`src/rtl/sg_pkg.sv`:
```
package sg_pkg;
    localparam int ADDR_W     = 32;
    localparam int DATA_W     = 64;
    localparam int BYTES      = DATA_W / 8;
    localparam int OFF_W      = $clog2(BYTES);
    localparam int WORD_BYTES = 4;
    localparam int WORD_OFF   = $clog2(WORD_BYTES);

    typedef enum logic [1:0] {
        SZ_BYTE = 2'd0,
        SZ_HALF = 2'd1,
        SZ_WORD = 2'd2,
        SZ_DBL  = 2'd3
    } sg_size_e;

    typedef struct packed {
        logic grd;
        logic ci;
        logic wt;
    } sg_attr_t;

    typedef struct packed {
        logic walk;
        logic extc;
        logic stcx;
        logic brev;
    } sg_kind_t;

    typedef struct packed {
        logic [ADDR_W-1:0] addr;
        logic [DATA_W-1:0] data;
        sg_size_e          size;
        sg_attr_t          attr;
        sg_kind_t          kind;
    } sg_store_t;

    typedef struct packed {
        logic [ADDR_W-1:0] addr;
        logic [DATA_W-1:0] data;
        logic [BYTES-1:0]  be;
        logic              pair;
    } sg_req_t;

    typedef enum logic {
        ST_IDLE  = 1'b0,
        ST_OFFER = 1'b1
    } sg_state_e;

    function automatic logic [BYTES-1:0] size_mask(input sg_size_e s);
        logic [BYTES-1:0] m;
        for (int i = 0; i < BYTES; i++) begin
            m[i] = (i < (1 << int'(s)));
        end
        return m;
    endfunction

    function automatic logic [ADDR_W-1:0] dw_base(input logic [ADDR_W-1:0] a);
        return {a[ADDR_W-1:OFF_W], {OFF_W{1'b0}}};
    endfunction
endpackage

```
`src/rtl/sg_eligible.sv`:
```
module sg_eligible
    import sg_pkg::*;
(
    input  logic [WORD_OFF-1:0] addr_lo,
    input  sg_size_e            size,
    input  sg_attr_t            attr,
    input  sg_kind_t            kind,
    output logic                elig
);
    logic mem_ok;
    logic shape_ok;
    logic kind_ok;

    always_comb begin
        mem_ok   = !attr.grd && (attr.wt || attr.ci);
        shape_ok = (size == SZ_WORD) && (addr_lo == '0);
        kind_ok  = !(kind.brev || kind.stcx || kind.extc || kind.walk);
        elig     = mem_ok && shape_ok && kind_ok;
    end
endmodule

```
`src/rtl/sg_lane_place.sv`:
```
module sg_lane_place
    import sg_pkg::*;
(
    input  logic [OFF_W-1:0]  off,
    input  sg_size_e          size,
    input  logic [DATA_W-1:0] din,
    output logic [DATA_W-1:0] dout,
    output logic [BYTES-1:0]  be
);
    logic [BYTES-1:0]  smask;
    logic [DATA_W-1:0] masked;

    assign smask = size_mask(size);

    for (genvar b = 0; b < BYTES; b++) begin : g_byte
        assign masked[8*b +: 8] = smask[b] ? din[8*b +: 8] : 8'h00;
    end

    always_comb begin
        be   = smask << off;
        dout = masked << {off, 3'b000};
    end
endmodule

```
`src/rtl/sg_pair_check.sv`:
```
module sg_pair_check
    import sg_pkg::*;
(
    input  logic                       gather_en,
    input  logic                       le_mode,
    input  logic                       second_valid,
    input  logic [1:0]                 elig,
    input  logic [ADDR_W-1:WORD_OFF]   addr0_hi,
    input  logic [ADDR_W-1:WORD_OFF]   addr1_hi,
    output logic                       merge
);
    logic same_dw;
    logic diff_half;

    always_comb begin
        same_dw   = addr0_hi[ADDR_W-1:OFF_W] == addr1_hi[ADDR_W-1:OFF_W];
        diff_half = addr0_hi[WORD_OFF] != addr1_hi[WORD_OFF];
        merge     = gather_en && !le_mode && second_valid
                    && elig[0] && elig[1] && same_dw && diff_half;
    end
endmodule

```
`src/rtl/sg_write_combiner.sv`:
```
module sg_write_combiner
    import sg_pkg::*;
(
    input  logic        clk,
    input  logic        rst,
    input  logic        gather_en,
    input  logic        le_mode,
    input  logic        sq0_valid,
    input  logic [31:0] sq0_addr,
    input  logic [63:0] sq0_data,
    input  logic [1:0]  sq0_size,
    input  logic [2:0]  sq0_attr,
    input  logic [3:0]  sq0_flags,
    input  logic        sq1_valid,
    input  logic [31:0] sq1_addr,
    input  logic [63:0] sq1_data,
    input  logic [1:0]  sq1_size,
    input  logic [2:0]  sq1_attr,
    input  logic [3:0]  sq1_flags,
    output logic        sq_pop,
    output logic        sq_pop_pair,
    output logic        bus_valid,
    input  logic        bus_ready,
    output logic [31:0] bus_addr,
    output logic [63:0] bus_data,
    output logic [7:0]  bus_be
);
    localparam int NENT = 2;

    sg_store_t         ent   [NENT];
    logic [NENT-1:0]   elig;
    logic [DATA_W-1:0] pdata [NENT];
    logic [BYTES-1:0]  pbe   [NENT];
    logic              merge;
    sg_req_t           next_req;
    sg_req_t           req_q;
    sg_state_e         state;

    always_comb begin
        ent[0] = '{addr: sq0_addr, data: sq0_data, size: sg_size_e'(sq0_size),
                   attr: sg_attr_t'(sq0_attr), kind: sg_kind_t'(sq0_flags)};
        ent[1] = '{addr: sq1_addr, data: sq1_data, size: sg_size_e'(sq1_size),
                   attr: sg_attr_t'(sq1_attr), kind: sg_kind_t'(sq1_flags)};
    end

    for (genvar e = 0; e < NENT; e++) begin : g_ent
        sg_eligible u_elig (
            .addr_lo (ent[e].addr[WORD_OFF-1:0]),
            .size    (ent[e].size),
            .attr    (ent[e].attr),
            .kind    (ent[e].kind),
            .elig    (elig[e])
        );
        sg_lane_place u_place (
            .off  (ent[e].addr[OFF_W-1:0]),
            .size (ent[e].size),
            .din  (ent[e].data),
            .dout (pdata[e]),
            .be   (pbe[e])
        );
    end

    sg_pair_check u_pair (
        .gather_en    (gather_en),
        .le_mode      (le_mode),
        .second_valid (sq1_valid),
        .elig         (elig),
        .addr0_hi     (ent[0].addr[ADDR_W-1:WORD_OFF]),
        .addr1_hi     (ent[1].addr[ADDR_W-1:WORD_OFF]),
        .merge        (merge)
    );

    always_comb begin
        next_req.addr = dw_base(ent[0].addr);
        next_req.data = merge ? (pdata[0] | pdata[1]) : pdata[0];
        next_req.be   = merge ? (pbe[0] | pbe[1]) : pbe[0];
        next_req.pair = merge;
    end

    always_ff @(posedge clk) begin
        if (rst) begin
            state <= ST_IDLE;
            req_q <= '0;
        end else begin
            case (state)
                ST_IDLE: begin
                    if (sq0_valid) begin
                        req_q <= next_req;
                        state <= ST_OFFER;
                    end
                end
                ST_OFFER: begin
                    if (bus_ready) state <= ST_IDLE;
                end
                default: state <= ST_IDLE;
            endcase
        end
    end

    assign bus_valid   = (state == ST_OFFER);
    assign bus_addr    = req_q.addr;
    assign bus_data    = req_q.data;
    assign bus_be      = req_q.be;
    assign sq_pop      = bus_valid && bus_ready;
    assign sq_pop_pair = sq_pop && req_q.pair;

    // offered request holds until accepted
    p_hold_stable_r11: assert property (@(posedge clk) disable iff (rst)
        bus_valid && !bus_ready |=> bus_valid && $stable(bus_addr)
                                    && $stable(bus_data) && $stable(bus_be));

    // a merged pair always retires both entries in one handshake
    p_pair_pops_both_r10: assert property (@(posedge clk) disable iff (rst)
        sq_pop_pair |-> sq_pop && bus_valid);

    // a merged request covers the whole doubleword
    p_pair_full_be_r3: assert property (@(posedge clk) disable iff (rst)
        bus_valid && req_q.pair |-> bus_be == {BYTES{1'b1}});

    // a merge needs gathering on, big-endian, and a pending partner
    p_pair_needs_mode_r6: assert property (@(posedge clk) disable iff (rst)
        $rose(bus_valid) && req_q.pair |-> $past(gather_en && !le_mode && sq1_valid));
endmodule

```
`config.mk`:
```
export PLATFORM = sky130hd
export DESIGN_NAME = sg_write_combiner
export DESIGN_NICKNAME = d
export VERILOG_FILES = /design/src/rtl/sg_pkg.sv /design/src/rtl/sg_eligible.sv /design/src/rtl/sg_lane_place.sv /design/src/rtl/sg_pair_check.sv /design/src/rtl/sg_write_combiner.sv
export SDC_FILE = /design/constraint.sdc
export NUM_CORES = 1
export LEC_CHECK = 0
export CAP_MARGIN = 20
export CORE_MARGIN = 5
export CORE_UTILIZATION = 46
export DETAILED_ROUTE_END_ITERATION = 10
export GPL_TIMING_DRIVEN = 0
export MAX_ROUTING_LAYER = met4
export PLACE_DENSITY = 0.9
export SLEW_MARGIN = 20
export SYNTH_ARGS = -nofsm -noshare
export SYNTH_HDL_FRONTEND = slang
export SYNTH_SLANG_ARGS = --single-unit
```
`constraint.sdc`:
```
create_clock -name clk -period 2.3 [get_ports clk]
set_clock_uncertainty 0.05 [all_clocks]
set_input_delay 0.575 -clock clk [delete_from_list [all_inputs] [get_ports clk]]
set_output_delay 0.575 -clock clk [all_outputs]
set_load 0.03 [all_outputs]
```
== Yosys cells after proc, flatten, opt, wreduce, memory -nomap -nowiden ==
Index checks and enable logic that the tools add are counted.

* Bits in registers: 103
* Input port bits: 217
* Output and inout bits: 107
* Logic and storage cells: 87

* $lt $le $gt $ge: 16
* Equality and inequality tests: 4
* Shifts and indexed selects: 6
* Muxes and demuxes: 21
* Bitwise operators: 3
* Reductions and logical operators: 32

{| class="wikitable"
|+ Operators with widths
! cell !! count
|-
| less-than comparator 4 x 32 -> 1 bit (first input constant) || 8
|-
| 2-to-1 mux 8 bit || 17
|-
| less-than comparator 3 x 32 -> 1 bit (first input constant) || 4
|-
| << shifter 64 x 6 -> 64 bit || 2
|-
| less-than comparator 1 x 32 -> 1 bit (first input constant) || 2
|-
| less-than comparator 2 x 32 -> 1 bit (first input constant) || 2
|-
| 2-to-1 mux 64 bit || 1
|-
| OR 64 bit || 1
|-
| << shifter 1 x 2 -> 32 bit (first input constant) || 2
|-
| equality test 29 bit || 1
|-
| logical AND 1 bit || 16
|-
| << shifter 8 x 3 -> 8 bit || 2
|-
| logical OR 1 bit || 8
|-
| OR 8 bit || 1
|-
| logical NOT 1 bit || 5
|-
| equality test 2 bit (second input constant) || 2
|-
| logical NOT 2 bit || 2
|-
| 2-to-1 mux 1 bit || 2
|-
| one-hot mux 1 bit (2 select lines) || 1
|-
| AND reduction 2 bit || 1
|-
| inequality test 1 bit || 1
|-
| NOT 1 bit || 1
|}

== Logic depth before layout (Yosys ltp) ==
Gate-level depths: netlist of the first run.

* Word-level depth: 10
* Mapped depth: 8
* Depth with buffers taken out: 5

== Hierarchy ==
Synthesis of the first run repeated with hierarchy kept, for this count alone.

* Cell total of the unflattened synthesis: 1229
* Area, all modules: 9103.7 um2

{| class="wikitable"
|+ Modules (own cells, without submodules)
! module !! times used !! cells an instance !! area an instance (um2) !! sequential area each (um2)
|-
| sg_write_combiner || 1 || 561 || 4694.5 || 2062.0
|-
| sg_lane_place || 2 || 309 || 1990.7 || 0.0
|-
| sg_pair_check || 1 || 42 || 357.8 || 0.0
|-
| sg_eligible || 2 || 4 || 35.0 || 0.0
|}

== Least setup slack after synthesis of the first run ==
OpenSTA, ideal clock, no wires.

* Path kind: in2reg
* From: input sq0_size[1]
* To: register req_q (netlist bit bus_data[56])
* Setup time: 130 ps
* Data arrival time: 1923 ps
* Data required time: 2120 ps
* Slack: 196 ps
* Cell stages on the path: 7
* Buffers on the path: 2
* Cell sequence: buf_4 or2_2 clkbuf_1 a31oi_1 o22ai_1 a221oi_1 o22ai_1

* Longest elaborated chain between the ends: 9
* Elaborated cells between the ends (all ways): 28
* Those cells by class: order compare (8); eq/ne (1); shift (2); mux (9); bitwise (1); reduce/logical (7)

{| class="wikitable"
|+ Ends and longest elaborated chain
! element !! RTL line !! source
|-
| start: declaration || sg_write_combiner.sv:11 || <nowiki>input logic [1:0] sq0_size,</nowiki>
|-
| branches (longest 8 deep; another with less-than comparator 1 x 32 -> 1 bit) || n/a ||
|-
| 2-to-1 mux 64 bit (*) || sg_write_combiner.sv:75 || <nowiki>next_req.data = merge ? (pdata[0] | pdata[1]) : pdata[0];</nowiki>
|-
| end signal: assignment || sg_write_combiner.sv:88 || <nowiki>req_q <= next_req;</nowiki>
|-
| end: declaration || sg_write_combiner.sv:36 || <nowiki>sg_req_t req_q;</nowiki>
|}

Every way passes the cells marked *.
A chain may end at the register's enable or synchronous reset.

== Worst setup path after layout of the first run ==
* From: input sq0_addr[13]
* To: register req_q (netlist bit bus_data[15])

* Longest elaborated chain between the ends: 4

{| class="wikitable"
|+ Ends and longest elaborated chain
! element !! RTL line !! source
|-
| start: declaration || sg_write_combiner.sv:9 || <nowiki>input logic [31:0] sq0_addr,</nowiki>
|-
| equality test 29 bit || sg_pair_check.sv:16 || <nowiki>same_dw = addr0_hi[ADDR_W-1:OFF_W] == addr1_hi[ADDR_W-1:OFF_W];</nowiki>
|-
| logical AND 1 bit (2 in a row) || sg_pair_check.sv:19 || <nowiki>&& elig[0] && elig[1] && same_dw && diff_half;</nowiki>
|-
| 2-to-1 mux 64 bit || sg_write_combiner.sv:75 ||
|}

Every way passes these cells.

==> reports/qor.csv, run 1 <==
metric,value,unit
synth-simple-area-share,0.158,
crit_fanout,8,
synth_edf_count,0,
cpPeakStageDelay,0.49,ns
syn_area,8590,um^2
slowest_stage,clkdlybuf4s50_1,
hold_slack,0.408,ns
fp.dieW,147,um
dp_hpwl,34.3,mm
yosysMostFrequentCell,buf_4,
clk_latency,0.36,ns
cp_num_buf_inv,2,
worstMarginPinSlew,0.638,ns
violations,setup timing,
relSlewSlack,0.572,
hold_violations,0,
place_area,12100,um^2
portBuffers,317,
grt_max_degree,20,
cp.arrival,2.56,ns
h-tree-depth,3,
overflow,0,
path_class,in2reg,
fin_ws,-0.0381,ns
dr.pass1.iters,7,
cts_hold_buf,0,
routedWlPerCell,26.2,um
hp-class,reg2reg,
cts_sinks,103,
status,"finished, violations left",
synthTopCellsByCount,"buf_4 (109), nand2_1 (108), dfxtp_1 (103), a21oi_1 (82), o22ai_1 (58)",
cp-startpoint,sq0_addr[13],
cts_root_buf,clkbuf_16,
die_y,147,um
synth_area_leaders,"dfxtp_1 (24%), buf_4 (9.5%), a21oi_1 (4.8%), nand2_1 (4.7%), o22ai_1 (4.2%)",
cts_buffers,9,
synth_cell_types,65,
synth.avg_cell_area,7.92,um^2
yosysSeqAreaShare,0.240,
coreArea,18500,um^2
synth_xor_area_frac,0.0306,
gr-usage-all-layers,0.387,
die-area,21500,um^2
crit_path_start_kind,input port,
place_congestion,1.10,
synthAdderAreaFrac,0,
drc,0,
final_area,13200,um^2
crit_chain,clkdlybuf4s50_1 > xnor2_2 > nand4_1 > nor4_4 > nand4_4 > buf_6 > o22ai_1,
timing.rr.start,bus_valid,
syn_to_final_growth,53.5,%
ys_seq_elements,103,
synth_top_family_by_area,compound AO/OA/AOI/OAI gates,
max-vdd-ir-drop,491,uV
setup_violations,13,
synth.top_cell.area_share,0.240,
period_needed,2.34,ns
cp_top_family,simple AND/OR/NAND/NOR gates,
grt_pass1_vias,10173,
synth.mux.area_fraction,0.0972,
first_iter_violations,1191,
drive_gt1_frac,0.225,
initial_core_util,0.464,
fillers,1453,
final_util,0.712,
synthCells,1084,
synth_ff_type,dfxtp_1,
antenna_found_initial,2,
synth_largest_area_cell,dfxtp_1,
async_flop_share,0,
cp.required,2.52,ns
yosysWarnings,0,
total_leakage_power,5.24,nW
hp-start,bus_addr[8],
pin_count,324,
wl,43.8,mm
rsz0062_at_grt,true,
synth_compound_area_frac,0.328,
drv_slew,0,
ant_nets,0,
grt_pass1_wl,63.0,mm
clk_pin_slew,0.08,ns
via_per_inst,6.42,
power_density,439,nW/um^2
rows,50,
nNetsFinal,1648,
vias,10731,
fmax,428,MHz
worst_setup_path_end_kind,flop,
min_period_over_period,1.02,
maxCapViolations,0,
cts_tree,built,
cts.path.max_buffers,2,
per-stage QoR:
step | setup TNS (ns) | cells | power, mW | worst slack [ns]
detailed placement | -77.08 | 1637 | 4.07 | -0.967
floorplan | 0 | 1086 | 3.07 | 0.196
CTS | -0.125 | 1659 | 5.64 | -0.0761
finish | -0.118 | 1672 | 5.79 | -0.0381
global placement | -70.63 | 1637 | 4.06 | -1.02
global route | -4.58 | 1672 | 5.96 | -0.189
flip-flops by register name, summed over array words and instances (netlist names):
register   cells
bus_data      64
bus_valid      1
bus_be         8
req_q          1
bus_addr      29
kinds of logic (layout without fill, tap and decap cells):
family	Yosys count	in the layout
AOI/OAI and AO/OA	410	410
and+or+nand+nor	254	254
buffers and inverters	214	564
DFF	103	103
muxes	72	72
xor gates and xnor gates	30	30
other	1	5
final cells by class:
class | count | area [um^2] | share of cell area
flip-flops and latches | 103 | 2060 | 0.156
repair buffers | 336 | 3370 | 0.256
clock inverters | 7 | 66.3 | 0.00503
multi-input cells | 769 | 5790 | 0.439
clock buffers | 9 | 225 | 0.0171
plain buffers | 201 | 1330 | 0.101
diodes | 2 | 5.00 | 0.000380
well taps | 234 | 293 | 0.0222
inverters | 11 | 42.5 | 0.00323
repair_timing:
item,CTS,global route
buffers inserted,5,12
cloned,2,0
pin swaps,9,32
resized for setup,128,74
setup endpoints to repair,104,102
endpoints found under the hold margin,0,0
worst reg2reg max path: cells and delay by family, from the launching register on:
family	cells	cell delay [ns]
flip-flops	1	0.46
buffers and inverters	3	0.98
AND/OR/NAND/NOR	1	0.13
AO/OA/AOI/OAI	2	0.37
routing by layer:
layer	share of wire	routed length [um]	vias to the layer above	global-route usage
met5	0	0	-	-
met4	0.053	2320	0	0.153
met3	0.095	4180	168	0.0655
met2	0.46	20000	768	0.604
met1	0.39	17300	5118	0.499
li1	-	-	4677	-
cell usage in the layout (no fill, tap or decap), drive strengths merged, types with 10 or more instances in the layout:
cell type,n
a21o,11
a21oi,82
a221oi,14
a22o,19
a22oi,36
a31oi,14
a32o,14
a32oi,24
and2,13
buf,167
clkbuf,63
clkdlybuf4s50,279
dfxtp,103
dlygate4sd2,13
dlymetal6s2s,22
inv,13
mux2,31
mux2i,35
nand2,108
nand2b,18
nand4,22
nor2,33
nor4,10
o21ai,75
o221a,11
o22ai,58
or2,10
xnor2,29
report_power, final:
group / leakage (nW) / internal (mW) / switching (mW)
registers: 0.841 / 1.87 / 0.0574
clock network: 0.141 / 0.761 / 0.764
logic: 4.25 / 1.07 / 1.26
worst paths after layout:
path	end	slack [ns]	depth (start not counted)
max	bus_data[15]	-0.04	7
min	bus_addr[8]	0.41	2
max reg2reg	bus_data[12]	0.22	6
min reg2reg	bus_addr[8]	0.41	2
(Power assumes the default switching activity.)
==> run 2, diff against run 1 <==
--- a/config.mk
+++ b/config.mk
@@ -10,2 +10,3 @@
 export CORE_UTILIZATION = 46
+export CTS_CLUSTER_SIZE = 14
 export DETAILED_ROUTE_END_ITERATION = 10
==> constraint.sdc (replaced) <==
create_clock -name clk -period 2.3 [get_ports clk]
set_clock_uncertainty 0.05 [all_clocks]
set_input_delay 0.23 -clock clk [delete_from_list [all_inputs] [get_ports clk]]
set_output_delay 0.23 -clock clk [all_outputs]
set_load 0.03 [all_outputs]
==> reports/qor.csv, run 2 (same netlist as run 1, synthesis figures left out) <==
metric,value,unit,change
routedWlPerCell,25.4,um,-3.0%
nNetsFinal,1634,,-0.85%
maxCapViolations,0,,unchanged
min_path_cells,5,,+3
min_period_over_period,0.987,,-0.0294
clk_pin_slew,0.08,ns,about the same
drc,0,,unchanged
overflow,0,,unchanged
die-area,21500,um^2,unchanged
first_iter_violations,1112,,-6.6%
syn_to_final_growth,46.5,%,
vias,10556,,-1.6%
dp_hpwl,34.3,mm,unchanged
cpPeakStageDelay,0.58,ns,+0.09 ns
dr.pass1.iters,6,,-1
drive_gt1_frac,0.181,,-0.0435
grt_pass1_vias,9978,,-1.9%
cts.path.max_buffers,2,,unchanged
h-tree-depth,3,,unchanged
num_antenna_cells,0,,-2
status,finished clean,,
hp-class,in2reg,,
crit_path_start_kind,input port,,
tns,0,ns,+0.118 ns
drv_slew,0,,unchanged
cts_tree,built,,
cp_top_family,buffers and inverters,,
die_y,147,um,unchanged
rows,50,,unchanged
final_area,12600,um^2,-4.6%
initial_core_util,0.464,,unchanged
gr-usage-all-layers,0.380,,-0.00647
final_common_cell,clkdlybuf4s50_1,,
portBuffers,317,,unchanged
fin_ws,0.0296,ns,+0.0677 ns
cts_root_buf,clkbuf_16,,
antenna_found_initial,0,,-2
crit_chain,clkdlybuf4s50_1 > clkbuf_2 > nor2_2 > clkbuf_1 > a22oi_1 > o22ai_1,,
cp.arrival,2.49,ns,-0.07 ns
place_congestion,1.10,,unchanged
pin_count,324,,unchanged
via_per_inst,6.37,,-0.68%
relSlewSlack,0.426,,-0.146
crit_fanout,10,,+2
hold_violations,0,,unchanged
ant_nets,0,,unchanged
power_density,450,nW/um^2,+2.5%
setup_violations,0,,-13
final_cell_mix,"clkdlybuf4s50_1 (316), buf_4 (114), nand2_1 (108)",,
cp_num_buf_inv,3,,+1
timing.rr.start,bus_valid,,
slowest_stage,clkdlybuf4s50_1,,
cts_sinks,103,,unchanged
reg2reg_to,bus_data[20],,
rsz0062_at_grt,true,,
worstRegToRegCells,6,,unchanged
coreArea,18500,um^2,unchanged
total_leakage_power,4.71,nW,-10%
max-vdd-ir-drop,484,uV,-1.3%
fp.dieW,147,um,unchanged
largest_reg_flops,64,,unchanged
fmax,440,MHz,+3.0%
r2r_slack,0.14,ns,-0.08 ns
worst_setup_path_end_kind,flop,,
grt_max_degree,20,,unchanged
wl,42.1,mm,-3.9%
grt_pass1_wl,62.0,mm,-1.5%
worstMarginPinSlew,0.853,ns,+0.215 ns
pre_cts_slack,-0.622,ns,+0.345 ns
path_class,in2reg,,
cp.required,2.52,ns,about the same
hold_end,bus_be[3],,
cts_hold_buf,0,,unchanged
cts_buffers,9,,unchanged
place_area,12100,um^2,unchanged
clk_latency,0.35,ns,about the same
hp-start,sq0_size[0],,
total_power,5.66,mW,-2.2%
period_needed,2.27,ns,-0.0677 ns
## run 2: cell types whose count changed in the layout (fill, tap and decap cells not counted), moves of 4 or more
cell,change
clkbuf_2,-5
dlymetal6s2s_1,-22
buf_4,-12
dlygate4sd2_1,-12
nor4_4,-4
buf_6,-11
clkdlybuf4s50_1,+37
buf_2,+5
o21ai_0,+6
xnor2_2,-20
clkbuf_1,+6
xnor2_1,+20
## run 2: how the worst max path moves through the flow
stage	from	slack, ns	to	cells after the start
final	sq0_addr[2]	0.03	bus_data[20]	6
after floorplan	bus_valid	0.43	bus_data[8]	6
after global placement	sq1_addr[1]	-0.67	bus_data[41]	7
after CTS	sq1_size[1]	0.008	bus_data[57]	7
after detailed placement	sq1_addr[1]	-0.62	bus_data[41]	7
after global routing	sq1_addr[0]	-0.0005	bus_data[59]	9
## run 2: layout make-up
cell class | count | area (um^2)
Buffer | 203 | 1260
Clock buffer | 9 | 225
Clock inverter | 7 | 66.3
Fill cell | 1559 | 5940
Inverter | 11 | 42.5
Multi-Input combinational cell | 769 | 5430
Sequential cell | 103 | 2060
Tap cell | 234 | 293
Timing Repair Buffer | 320 | 3190
## run 2: per-layer routing
metal  routed length (um)  share of wire  track usage  up-vias
met5                    0              0            -        -
met4                 1990          0.047        0.154        0
met3                 3930          0.093       0.0602      134
met2                18900           0.45        0.585      752
met1                17200           0.41        0.499     5013
li1                     -              -            -     4657
## run 2: worst min-delay path: cells and delay by family
| kind | cells | cell delay [ns] |
|---|---|---|
| AND/OR/NAND/NOR | 1 | 0.09 |
| buffers and inverters | 1 | 0.14 |
| AO/OA/AOI/OAI | 3 | 0.27 |
## run 2: report_power, final
part / leakage (nW) / internal [mW] / switching, mW / total [mW]
clock network: 0.141 / 0.760 / 0.755 / 1.52
logic: 3.73 / 1.02 / 1.20 / 2.22
registers: 0.841 / 1.87 / 0.0556 / 1.92
## run 2: timing repair
action	in CTS	in global routing
endpoints found under the setup margin	76	74
buffers inserted	3	0
hold endpoints to repair	0	0
gates resized for setup	25	50
pin swaps	1	2
## run 2: through the flow
step	cells	utilization	hold WS [ns]
4_1_cts	1656	0.672	0.356
3_3_place_gp	1637	0.651	0.393
6_report	1656	0.679	0.361
3_5_place_dp	1637	0.651	0.397
2_1_floorplan	1086	-	0.316
5_1_grt	1656	0.679	0.421
